`config.mk`:
```
export PLATFORM = sky130hd
export DESIGN_NAME = flag_alu
export DESIGN_NICKNAME = d
export VERILOG_FILES = /design/src/rtl/flag_alu_pkg.sv /design/src/rtl/flag_alu_dp.sv /design/src/rtl/flag_alu_ctrl.sv /design/src/rtl/flag_alu.sv
export SDC_FILE = /design/constraint.sdc
export NUM_CORES = 1
export LEC_CHECK = 0
export BUFFER_PORTS_ARGS = -buffer_cell sky130_fd_sc_hd__buf_2
export CAP_MARGIN = 20
export CORE_UTILIZATION = 45
export DETAILED_ROUTE_END_ITERATION = 7
export PLACE_DENSITY_LB_ADDON = 0.08
export SLEW_MARGIN = 20
export SYNTH_ARGS = -nofsm -noshare
export SYNTH_HDL_FRONTEND = slang
export SYNTH_SLANG_ARGS = --single-unit
```
`constraint.sdc`:
```
create_clock -name clk -period 20.2 [get_ports clk]
set_input_delay 2.02 -clock clk [delete_from_list [all_inputs] [get_ports clk]]
set_output_delay 2.02 -clock clk [all_outputs]
set_load 0.1 [all_outputs]
```
`src/rtl/flag_alu_pkg.sv`:
```
package flag_alu_pkg;

  typedef enum logic [2:0] {
    OP_ADD  = 3'd0,
    OP_SUB  = 3'd1,
    OP_ADDC = 3'd2,
    OP_SUBC = 3'd3,
    OP_CCMP = 3'd4,
    OP_CCMN = 3'd5,
    OP_RSV6 = 3'd6,
    OP_RSV7 = 3'd7
  } aluOp_t;

  typedef enum logic [3:0] {
    CC_ZSET  = 4'd0,
    CC_ZCLR  = 4'd1,
    CC_CSET  = 4'd2,
    CC_CCLR  = 4'd3,
    CC_NSET  = 4'd4,
    CC_NCLR  = 4'd5,
    CC_VSET  = 4'd6,
    CC_VCLR  = 4'd7,
    CC_UGT   = 4'd8,
    CC_ULE   = 4'd9,
    CC_SGE   = 4'd10,
    CC_SLT   = 4'd11,
    CC_SGT   = 4'd12,
    CC_SLE   = 4'd13,
    CC_ALW   = 4'd14,
    CC_ALW2  = 4'd15
  } condCode_t;

  typedef enum logic [1:0] {
    CIN_ZERO = 2'd0,
    CIN_ONE  = 2'd1,
    CIN_FLAG = 2'd2
  } cinSel_t;

  // strobes from control to datapath
  typedef struct packed {
    logic    invertB;
    cinSel_t cinSel;
    logic    resultEn;
    logic    flagWrite;
    logic    flagFromImm;
  } dpStrobes_t;

  typedef struct packed {
    logic n;
    logic z;
    logic c;
    logic v;
  } nzcv_t;

endpackage

```
`src/rtl/flag_alu_dp.sv`:
```
module flag_alu_dp
  import flag_alu_pkg::*;
#(
  parameter int DATA_W   = 64,
  parameter int NARROW_W = 32
) (
  input  dpStrobes_t        strobes,
  input  logic              is64,
  input  logic [DATA_W-1:0] opA,
  input  logic [DATA_W-1:0] opB,
  input  logic              curCarry,
  output logic [DATA_W-1:0] result,
  output nzcv_t             aluFlags
);
  localparam int HI_W = DATA_W - NARROW_W;

  logic [DATA_W-1:0] bEff;
  logic              carryIn;
  logic [NARROW_W:0] lowSum;
  logic [HI_W:0]     hiSum;
  logic [DATA_W-1:0] widthSum;
  logic              signA;
  logic              signB;
  logic              signR;
  logic              lowZero;
  logic              hiZero;

  // operand conditioning
  always_comb begin
    bEff = strobes.invertB ? ~opB : opB;
    unique case (strobes.cinSel)
      CIN_ONE:  carryIn = 1'b1;
      CIN_FLAG: carryIn = curCarry;
      default:  carryIn = 1'b0;
    endcase
  end

  // split adder: the low half's carry ripples into the high half
  always_comb begin
    lowSum = {1'b0, opA[NARROW_W-1:0]} + {1'b0, bEff[NARROW_W-1:0]}
           + {{NARROW_W{1'b0}}, carryIn};
    hiSum  = {1'b0, opA[DATA_W-1:NARROW_W]} + {1'b0, bEff[DATA_W-1:NARROW_W]}
           + {{HI_W{1'b0}}, lowSum[NARROW_W]};
  end

  always_comb begin
    if (is64) widthSum = {hiSum[HI_W-1:0], lowSum[NARROW_W-1:0]};
    else      widthSum = {{HI_W{1'b0}}, lowSum[NARROW_W-1:0]};
  end

  // flag extraction at the selected width
  always_comb begin
    signA   = is64 ? opA[DATA_W-1]  : opA[NARROW_W-1];
    signB   = is64 ? bEff[DATA_W-1] : bEff[NARROW_W-1];
    signR   = is64 ? hiSum[HI_W-1]  : lowSum[NARROW_W-1];
    lowZero = ~|lowSum[NARROW_W-1:0];
    hiZero  = ~|hiSum[HI_W-1:0];

    aluFlags.n = signR;
    aluFlags.z = lowZero & (hiZero | ~is64);
    aluFlags.c = is64 ? hiSum[HI_W] : lowSum[NARROW_W];
    aluFlags.v = (signA == signB) && (signR != signA);
  end

  assign result = strobes.resultEn ? widthSum : '0;

endmodule

```
`src/rtl/flag_alu_ctrl.sv`:
```
module flag_alu_ctrl
  import flag_alu_pkg::*;
(
  input  logic       opValid,
  input  aluOp_t     op,
  input  logic       setFlags,
  input  condCode_t  condCode,
  input  nzcv_t      curFlags,
  output dpStrobes_t strobes
);
  logic condPass;
  logic isArith;
  logic isCond;

  // condition evaluation against the stored flags
  always_comb begin
    unique case (condCode)
      CC_ZSET: condPass = curFlags.z;
      CC_ZCLR: condPass = ~curFlags.z;
      CC_CSET: condPass = curFlags.c;
      CC_CCLR: condPass = ~curFlags.c;
      CC_NSET: condPass = curFlags.n;
      CC_NCLR: condPass = ~curFlags.n;
      CC_VSET: condPass = curFlags.v;
      CC_VCLR: condPass = ~curFlags.v;
      CC_UGT:  condPass = curFlags.c & ~curFlags.z;
      CC_ULE:  condPass = ~curFlags.c | curFlags.z;
      CC_SGE:  condPass = (curFlags.n == curFlags.v);
      CC_SLT:  condPass = (curFlags.n != curFlags.v);
      CC_SGT:  condPass = ~curFlags.z & (curFlags.n == curFlags.v);
      CC_SLE:  condPass = curFlags.z | (curFlags.n != curFlags.v);
      default: condPass = 1'b1;
    endcase
  end

  always_comb begin
    isArith = 1'b0;
    isCond  = 1'b0;
    strobes = '{invertB: 1'b0, cinSel: CIN_ZERO, resultEn: 1'b1,
                flagWrite: 1'b0, flagFromImm: 1'b0};
    unique case (op)
      OP_ADD:  begin isArith = 1'b1; end
      OP_SUB:  begin isArith = 1'b1; strobes.invertB = 1'b1; strobes.cinSel = CIN_ONE; end
      OP_ADDC: begin isArith = 1'b1; strobes.cinSel = CIN_FLAG; end
      OP_SUBC: begin isArith = 1'b1; strobes.invertB = 1'b1; strobes.cinSel = CIN_FLAG; end
      OP_CCMP: begin isCond = 1'b1; strobes.invertB = 1'b1; strobes.cinSel = CIN_ONE; end
      OP_CCMN: begin isCond = 1'b1; end
      default: begin strobes.resultEn = 1'b0; end
    endcase
    strobes.flagWrite   = opValid & ((isArith & setFlags) | isCond);
    strobes.flagFromImm = isCond & ~condPass;
  end

endmodule

```
`src/rtl/flag_alu.sv`:
```
module flag_alu
  import flag_alu_pkg::*;
#(
  parameter int DATA_W   = 64,
  parameter int NARROW_W = 32
) (
  input  logic              clk,
  input  logic              rstN,
  input  logic              opValid,
  input  logic [2:0]        op,
  input  logic              is64,
  input  logic              setFlags,
  input  logic [3:0]        condCode,
  input  logic [3:0]        immFlags,
  input  logic [DATA_W-1:0] opA,
  input  logic [DATA_W-1:0] opB,
  output logic [DATA_W-1:0] result,
  output logic [3:0]        flags
);
  dpStrobes_t strobes;
  nzcv_t      flagReg;
  nzcv_t      aluFlags;

  flag_alu_ctrl u_ctrl (
    .opValid  (opValid),
    .op       (aluOp_t'(op)),
    .setFlags (setFlags),
    .condCode (condCode_t'(condCode)),
    .curFlags (flagReg),
    .strobes  (strobes)
  );

  flag_alu_dp #(.DATA_W(DATA_W), .NARROW_W(NARROW_W)) u_dp (
    .strobes  (strobes),
    .is64     (is64),
    .opA      (opA),
    .opB      (opB),
    .curCarry (flagReg.c),
    .result   (result),
    .aluFlags (aluFlags)
  );

  always_ff @(posedge clk or negedge rstN) begin
    if (!rstN) begin
      flagReg <= '0;
    end else if (strobes.flagWrite) begin
      flagReg <= strobes.flagFromImm ? nzcv_t'(immFlags) : aluFlags;
    end
  end

  assign flags = flagReg;

endmodule

```
* Yosys cells after proc, flatten, opt, wreduce, memory -nomap -nowiden *
Index checks and enable logic that the tools add are counted.

word-level totals
  flip-flop bits (word level) = 4
  bits of input ports = 144
  output and inout port bits = 68

cells by class
  $add $sub $neg = 4
  eq/ne operators = 24
  multiplexer cells = 15
  bitwise gates (word level) = 17
  reduce and logical (&&, ||, !) cells = 13

operator list
  cell                number
  $mux 64             3
  $add 32x32->33      2
  $add 33x1->33       2
  $not 64->64         1
  $reduce_or 32->1    2
  $eq 4x4->1 const B  6
  $eq 4x3->1 const B  4
  $pmux 1 s14         1
  $eq 4x2->1 const B  2
  $mux 1              8
  $and 1x1->1         6
  $eq 3x2->1 const B  2
  $eq 3x3->1 const B  2
  $not 1->1           6
  $reduce_or 2->1     3
  $reduce_or 6->1     1
  $eq 4x1->1 const B  1
  $logic_not 4->1     1
  $mux 4              1
  $or 1x1->1          4
  $pmux 2 s2          1
  $reduce_or 4->1     1
  $eq 3x1->1 const B  1
  $logic_not 3->1     1
  8 further kinds     11

* Longest topological paths before layout *
Gate-level depths: netlist of the first run.

  word-level depth = 12
  mapped depth = 28
  mapped depth without buffers = 28

* Modules after synthesis *
A second synthesis of the first run with hierarchy kept.

second synthesis, totals
  cell total of the unflattened synthesis = 777
  area, all modules = 5,441.5 µm²

by module, submodules not included
  module         instances  cells an instance  area an instance (µm²)  sequential area each (µm²)
  flag_alu_dp    1          731                5,063.6                 0.0
  flag_alu_ctrl  1          28                 193.9                   0.0
  flag_alu       1          18                 183.9                   100.1

* Worst setup path after synthesis of the first run *
No wires, ideal clock.

  path type = input port to output port
  start = input port op[2]
  end = output port result[57]
  arrival = 9,243 ps
  required time = 18,180 ps
  setup slack = 8,937 ps
  stages on the path = 25
  buffers on the path = 2
  cell sequence = nor2b_1 > inv_1 > mux2i_1 > clkbuf_1 > clkbuf_1 > xor2_1 > fa_1 > fa_1 > a211oi_2 > o21bai_2 > o2111a_2 > o31ai_1 > a22oi_1 > o21ai_0 > o21bai_1 > a21oi_1 > fa_1 > nand2b_1 > a21oi_1 > a21oi_2 > a21oi_1 > o2111ai_1 > a21oi_1 > o21a_1 > nor3_1

on the way
  cells in the longest elaborated chain, start to end = 9

ends and longest elaborated chain
  what                                                                        RTL line                              RTL
  from (decl)                                                                 flag_alu.sv:10                        input logic [2:0] op,
  $eq 3x1->1, or another cell as far along                                    flag_alu_ctrl.sv:41                   unique case (op)
  $reduce_or 3->1 (no source line) / $reduce_or 2->1 (equally long branches)  n/a
  $mux 1 / $pmux 2 s2 (equally long branches)                                 flag_alu_ctrl.sv:41
  $mux 64, or another cell as far along                                       flag_alu_dp.sv:30                     bEff = strobes.invertB ? ~opB : opB;
  $add 32x32->33 / $pmux 1 s2 (equally long branches)                         flag_alu_dp.sv:40, flag_alu_dp.sv:31
  $add 33x1->33                                                               flag_alu_dp.sv:41                     + {{NARROW_W{1'b0}}, carryIn};
  $add 33x1->33                                                               flag_alu_dp.sv:43                     + {{HI_W{1'b0}}, lowSum[NARROW_W]};
  $mux 64                                                                     flag_alu_dp.sv:47                     if (is64) widthSum = {hiSum[HI_W-1:0], lowSum[NARROW_W-1:0]};
  $mux 64 (*)                                                                 flag_alu_dp.sv:65                     assign result = strobes.resultEn ? widthSum : '0;
  to (decl)                                                                   flag_alu.sv:17                        output logic [DATA_W-1:0] result,

Mark *: on every way between the ends. The rest lies on a longest branch, timed or not.

* Final worst setup path of the first run *
  start = input port op[2]
  end = output port result[62]

The elaborated chain is that of the path after synthesis.

==> impl_metrics.ini, run 1 <==
[worst_setup_path]
critical_path_class = in2out
worstPathArrival_ps = 9230
reg2reg_depth = 23
r2r-end = flags[2]$_DFFE_PN0P_
r2r_start = flags[1]$_DFFE_PN0P_
cp_max_fo = 57
critPathLaunchType = input pin
r2r_slack_ps = 13250
worstSetupEndpointType = output port
worstPathRequired_ps = 18180

[pwr]
pwr_density_cell_mw_per_mm2 = 96.9
total_power_mw = 0.643
leakage_nw = 3.22
peakVddDrop_mv = 0.0761

[logic_synthesis]
ys_seq_area_share_pct = 1.84
yosysMostFrequentCell = nor2_1
synth_warnings = 0
async_flop_share_pct = 100
synthTopCellsByArea = ha_1 (15%), xor2_1 (13%), nor2_1 (5.9%)
ys_seq_elements = 4
synth_area_sq_mm = 0.00543
synth-main-ff-cell = dfrtp_1
synth.distinct_cells = 74
synth_top_area_share_pct = 14.7
syn-mean-instance-area_sq_um = 6.87
synth_top_area_cell = ha_1
synth_fp_nets = 1003
synth-edff-count = 0
ys_top_cells_by_count = nor2_1 (86), xor2_1 (83), a21oi_1 (64), ha_1 (64), nand2_1 (58)
syn-instance-count = 791

[die]
core_area_sq_mm = 0.0116
die_x_microns = 112
die_h_microns = 112
die_area_sq_mm = 0.0125
start_util_pct = 46.8
boundaryPins = 212
rows = 39

[timing]
setup_violations = 0
fin_worst_skew_ps = 0.956
whs_ps = 552
hold_viol_final = 0
post-route-period-util_pct = 55.7
tightest_slew_ps = 919
max_slew_margin_pct = 38.7
fmaxAchievable_mhz = 88.9
finalMaxSlewViolations = 0
rsz0062_at_grt = false
period_minus_slack_ps = 11250
fin_tns_setup_ps = 0

[worst_hold_path]
min_path_cells = 2
hp-start = flags[3]$_DFFE_PN0P_
hold_end = flags[3]$_DFFE_PN0P_
hold_path_class = reg2reg

[route]
dr_total_vias = 6582
wire_per_inst_microns = 15.8
drt-initial-drc-count = 493
top_layer = met4
wl_met3_microns = 1040
drc = 26
wl_met2_microns = 7910
viasPerCell = 5.89
dr.pass1.iters = 8
antenna_left = 0
drt-total-wl_microns = 17700
wl_met1_microns = 8610

[global_routing]
grt_pass1_vias = 6056
antenna_found_initial = 0
grt_usage_pct = 27.3
grt_max_degree = 58
grt-ovfl-total = 0
grt_pass1_wl_microns = 28600

[finish]
largest_reg_flops = 4
drive_above_1_share_pct = 23.9
seq_area_sq_um = 100
multi_input_area_sq_mm = 0.00513
final_nets = 1187
syn2layout_area_growth_pct = 22.2
nFillCells = 1215

[place]
gp_congestion = 0.932
portBuffers = 211
dp_hpwl_microns = 14600

[status]
status = complete, but fails checks
violations = DRC

[clock_network]
tritoncts.num_buffers = 3
cts_setup_buffers = 0
cts.sinks = 4
cts_tree = built
cts_max_path_buffers = 2
htree_levels = 1
ctsResizeCount = 0
cts_hold_buffers = 0
cts-root-buf = clkbuf_16
clock_latency_ps = 220
clk_pin_slew_ps = 30

[job]
maxCapViolations = 0
## cells by family after synthesis
family	count (synthesis)	synth area share (%)
compound gates	250	30.7
flops	4	1.84
mux	11	2.30
buf+inv	56	4.01
fa+ha+maj	68	16.2
simple gates	295	27.7
xor+xnor	107	17.3
## worst max path at each step
stage / depth (start not counted) / slack, ps / from / end
floorplan: 25 / 8940 / op[2] / result[57]
global placement: 27 / 9140 / op[2] / result[62]
detailed placement: 27 / 8990 / op[2] / result[62]
CTS: 27 / 8970 / op[2] / result[62]
global route: 27 / 8380 / op[2] / result[62]
finish: 27 / 8950 / op[2] / result[62]
## routing by layer
layer | up-vias | track usage [%]
li1 | 3314 | -
met1 | 3012 | 40.1
met2 | 243 | 44.8
met3 | 13 | 1.63
met4 | 0 | 2.79
met5 | - | 0
## power breakdown
part / switching (mW) / leakage, nW / internal [mW] / total, mW
clock network: 0.00562 / 0.0370 / 0.0253 / 0.0309
registers: 0.00248 / 0.0514 / 0.00988 / 0.0124
logic: 0.448 / 3.13 / 0.152 / 0.599
total: 0.456 / 3.22 / 0.187 / 0.643
## cells in the final DEF (no fill, tap or decap), types with 5 or more instances in the layout
cell type | netlist | routed
buf_2 | 0 | 211
nor2_1 | 86 | 86
xor2_1 | 83 | 83
a21oi_1 | 64 | 64
ha_1 | 64 | 64
nand2_1 | 58 | 57
o21ai_0 | 54 | 54
nor3_1 | 26 | 26
xnor2_1 | 24 | 24
inv_1 | 23 | 23
nor2b_1 | 17 | 17
a21o_1 | 16 | 16
nand3_1 | 16 | 16
and3_1 | 14 | 14
a211oi_1 | 14 | 14
nand4_1 | 13 | 13
o211ai_1 | 12 | 12
or3_1 | 12 | 12
nand2b_1 | 11 | 11
o21a_1 | 10 | 10
nor4_1 | 8 | 8
o21bai_1 | 7 | 7
and2_1 | 7 | 7
mux2i_1 | 8 | 7
a31oi_1 | 7 | 7
and4_1 | 6 | 6
a21boi_0 | 5 | 5
and3b_1 | 5 | 5
nor3b_1 | 5 | 5
## area by class of cell
| cell class | instances | share of cell area [%] |
|---|---|---|
| sequential | 4 | 1.51 |
| clock buffer | 3 | 1.13 |
| inverter | 23 | 1.30 |
| antenna | 1 | 0.0377 |
| tap | 143 | 2.70 |
| timing repair buffer | 212 | 16.0 |
| multi-input combinational | 731 | 77.3 |
## per-stage QoR
| stage | cells | instance area (sq um) | utilization [%] | setup slack [ps] |
|---|---|---|---|---|
| after floorplan | 791 | 5430 | - | 8940 |
| after global placement | 1113 | 6560 | 56.4 | 9140 |
| after detailed placement | 1113 | 6560 | 56.4 | 8990 |
| after CTS | 1116 | 6630 | 57.1 | 8970 |
| after global routing | 1116 | 6630 | 57.1 | 8380 |
| final | 1117 | 6640 | 57.1 | 8950 |
## worst max-delay path, stage by stage
cell	delay (ps)
buf_2	160
nor2b_1	240
inv_1	100
mux2i_4	320
buf_4	780
xor2_1	170
fa_1	460
fa_1	470
a211oi_2	230
o21bai_2	160
o2111a_2	310
o31ai_1	360
a22oi_1	240
o21ai_0	320
o21bai_1	120
a21oi_1	260
fa_1	260
fa_1	210
nand2b_1	150
a21o_1	140
a21oi_1	100
o21ai_0	480
a21boi_1	210
o21ai_0	260
xor2_1	120
nor2_1	90
buf_2	440
No activity file was read; power rests on OpenSTA's default activity.
==> inputs of run 2 (changes only) <==
- clock period: 20.2 -> 10.71 ns (I/O delays scaled with it)
==> impl_metrics.ini, run 2 (same netlist as run 1, synthesis figures left out) <==
[route]
viasPerCell = 5.84
drt-total-wl_microns = 17600
drc = 14
dr_total_vias = 6532
antenna_left = 0
wire_per_inst_microns = 15.7
drt-initial-drc-count = 486
dr.pass1.iters = 8

[timing]
hold_viol_final = 0
fin_worst_skew_ps = 1.60
fin_tns_setup_ps = 0
fmaxAchievable_mhz = 111
setup_violations = 0
period_minus_slack_ps = 8980
post-route-period-util_pct = 83.9
finalMaxSlewViolations = 0
max_slew_margin_pct = 42.0
whs_ps = 565
tightest_slew_ps = 871
rsz0062_at_grt = false

[worst_hold_path]
min_path_cells = 2
hold_path_class = reg2reg
hold_end = flags[3]$_DFFE_PN0P_
hp-start = flags[3]$_DFFE_PN0P_

[global_routing]
grt_max_degree = 33
grt_pass1_wl_microns = 28000
antenna_found_initial = 0
grt-ovfl-total = 0
grt_usage_pct = 26.8
grt_pass1_vias = 5836

[worst_setup_path]
path_delay_family = compound AO/OA/AOI/OAI gates
cp_common_cell = o21ai_0
critical_path_class = in2out
r2r_start = flags[1]$_DFFE_PN0P_
worstPathRequired_ps = 9640
critPathLaunchType = input pin
reg2reg_depth = 23
worst_path_largest_cell_delay_ps = 550
cp_max_fo = 27
worstSetupEndpointType = output port
cpMaxStageDelayCell = mux2i_4
r2r-end = flags[2]$_DFFE_PN0P_
r2r_slack_ps = 3790
worstPathArrival_ps = 7910
worstPathBufferInverterCount = 4

[pwr]
p_sw_share_pct = 70.8
leakage_nw = 3.24
peakVddDrop_mv = 0.139
pwr_density_cell_mw_per_mm2 = 182
p_switching_mw = 0.859
pwr-share-clk_pct = 4.9
internal-power_mw = 0.354
p_seq_share_pct = 1.9
comb_power_share_pct = 93.2

[place]
portBuffers = 211
gp_congestion = 0.928
dp_hpwl_microns = 14800

[die]
die_h_microns = 112
core_area_sq_mm = 0.0116
die_x_microns = 112
die_area_sq_mm = 0.0125
start_util_pct = 46.8
boundaryPins = 212
rows = 39

[clock_network]
clk_pin_slew_ps = 30
tritoncts.num_buffers = 3
ctsResizeCount = 0
cts_hold_buffers = 0
htree_levels = 1
cts-root-buf = clkbuf_16
clock_latency_ps = 230
cts_tree = built
cts.sinks = 4
cts_max_path_buffers = 2
cts_setup_buffers = 0

[status]
violations = DRC
status = complete, but fails checks

[finish]
drive_above_1_share_pct = 24.0
final_common_cell = buf_2
syn2layout_area_growth_pct = 22.7
final_nets = 1189
diodes = 0
multi_input_area_sq_mm = 0.00513
largest_reg_flops = 4
seq_area_sq_um = 100
final_cell_mix = buf_2 (211), nor2_1 (86), xor2_1 (83)
nFillCells = 1211

[job]
maxCapViolations = 0
## run 2: area by class of cell
class                      count  share of cell area [%]
clock buffer                   3                    1.13
tap                          143                    2.68
timing repair buffer         214                    16.5
sequential                     4                    1.50
multi-input combinational    731                    76.9
inverter                      23                    1.30
## run 2: worst max-delay path by stage
stage	from	cells past startpoint	to
after floorplan	op[2]	25	result[57]
after global placement	op[2]	26	result[62]
after detailed placement	op[2]	26	result[62]
after CTS	op[2]	26	result[62]
after global routing	op[2]	26	result[62]
final	op[2]	26	result[62]
## run 2: metal layers
layer | global-route usage (%) | vias to the layer above | share of wire (%)
li1 | - | 3299 | -
met2 | 43.4 | 278 | 44
met4 | 4.50 | 0 | 1.2
met5 | 0 | - | 0
met1 | 38.7 | 2937 | 47
met3 | 2.61 | 18 | 7.6
## run 2: stage by stage
step                instances  total power [mW]  utilization [%]  cell area, sq um  setup WS (ps)
CTS                      1117              1.21             57.2              6640           1740
detailed placement       1114              1.14             56.5              6560           1750
global route             1118              1.29             57.4              6670           1100
floorplan                 791             0.942                -              5430           1340
finish                   1118              1.21             57.4              6670           1730
global placement         1114              1.14             56.5              6560           1950
## run 2: power groups by stage
stage | combinational, mW | clock (mW) | sequential [mW]
final | 1.13 | 0.0591 | 0.0231
after CTS | 1.12 | 0.0595 | 0.0232
after global routing | 1.20 | 0.0605 | 0.0242
after global placement | 1.12 | 0 | 0.0234
after floorplan | 0.901 | 0 | 0.0404
after detailed placement | 1.12 | 0 | 0.0234
## run 2: worst reg2reg max path, delay by kind of cell, from the launching register on
family                     cells  cell delay, ps
DFF                            1             420
adders and majority gates      3            1190
AOI/OAI and AO/OA             14            3830
and+or+nand+nor                6            1440
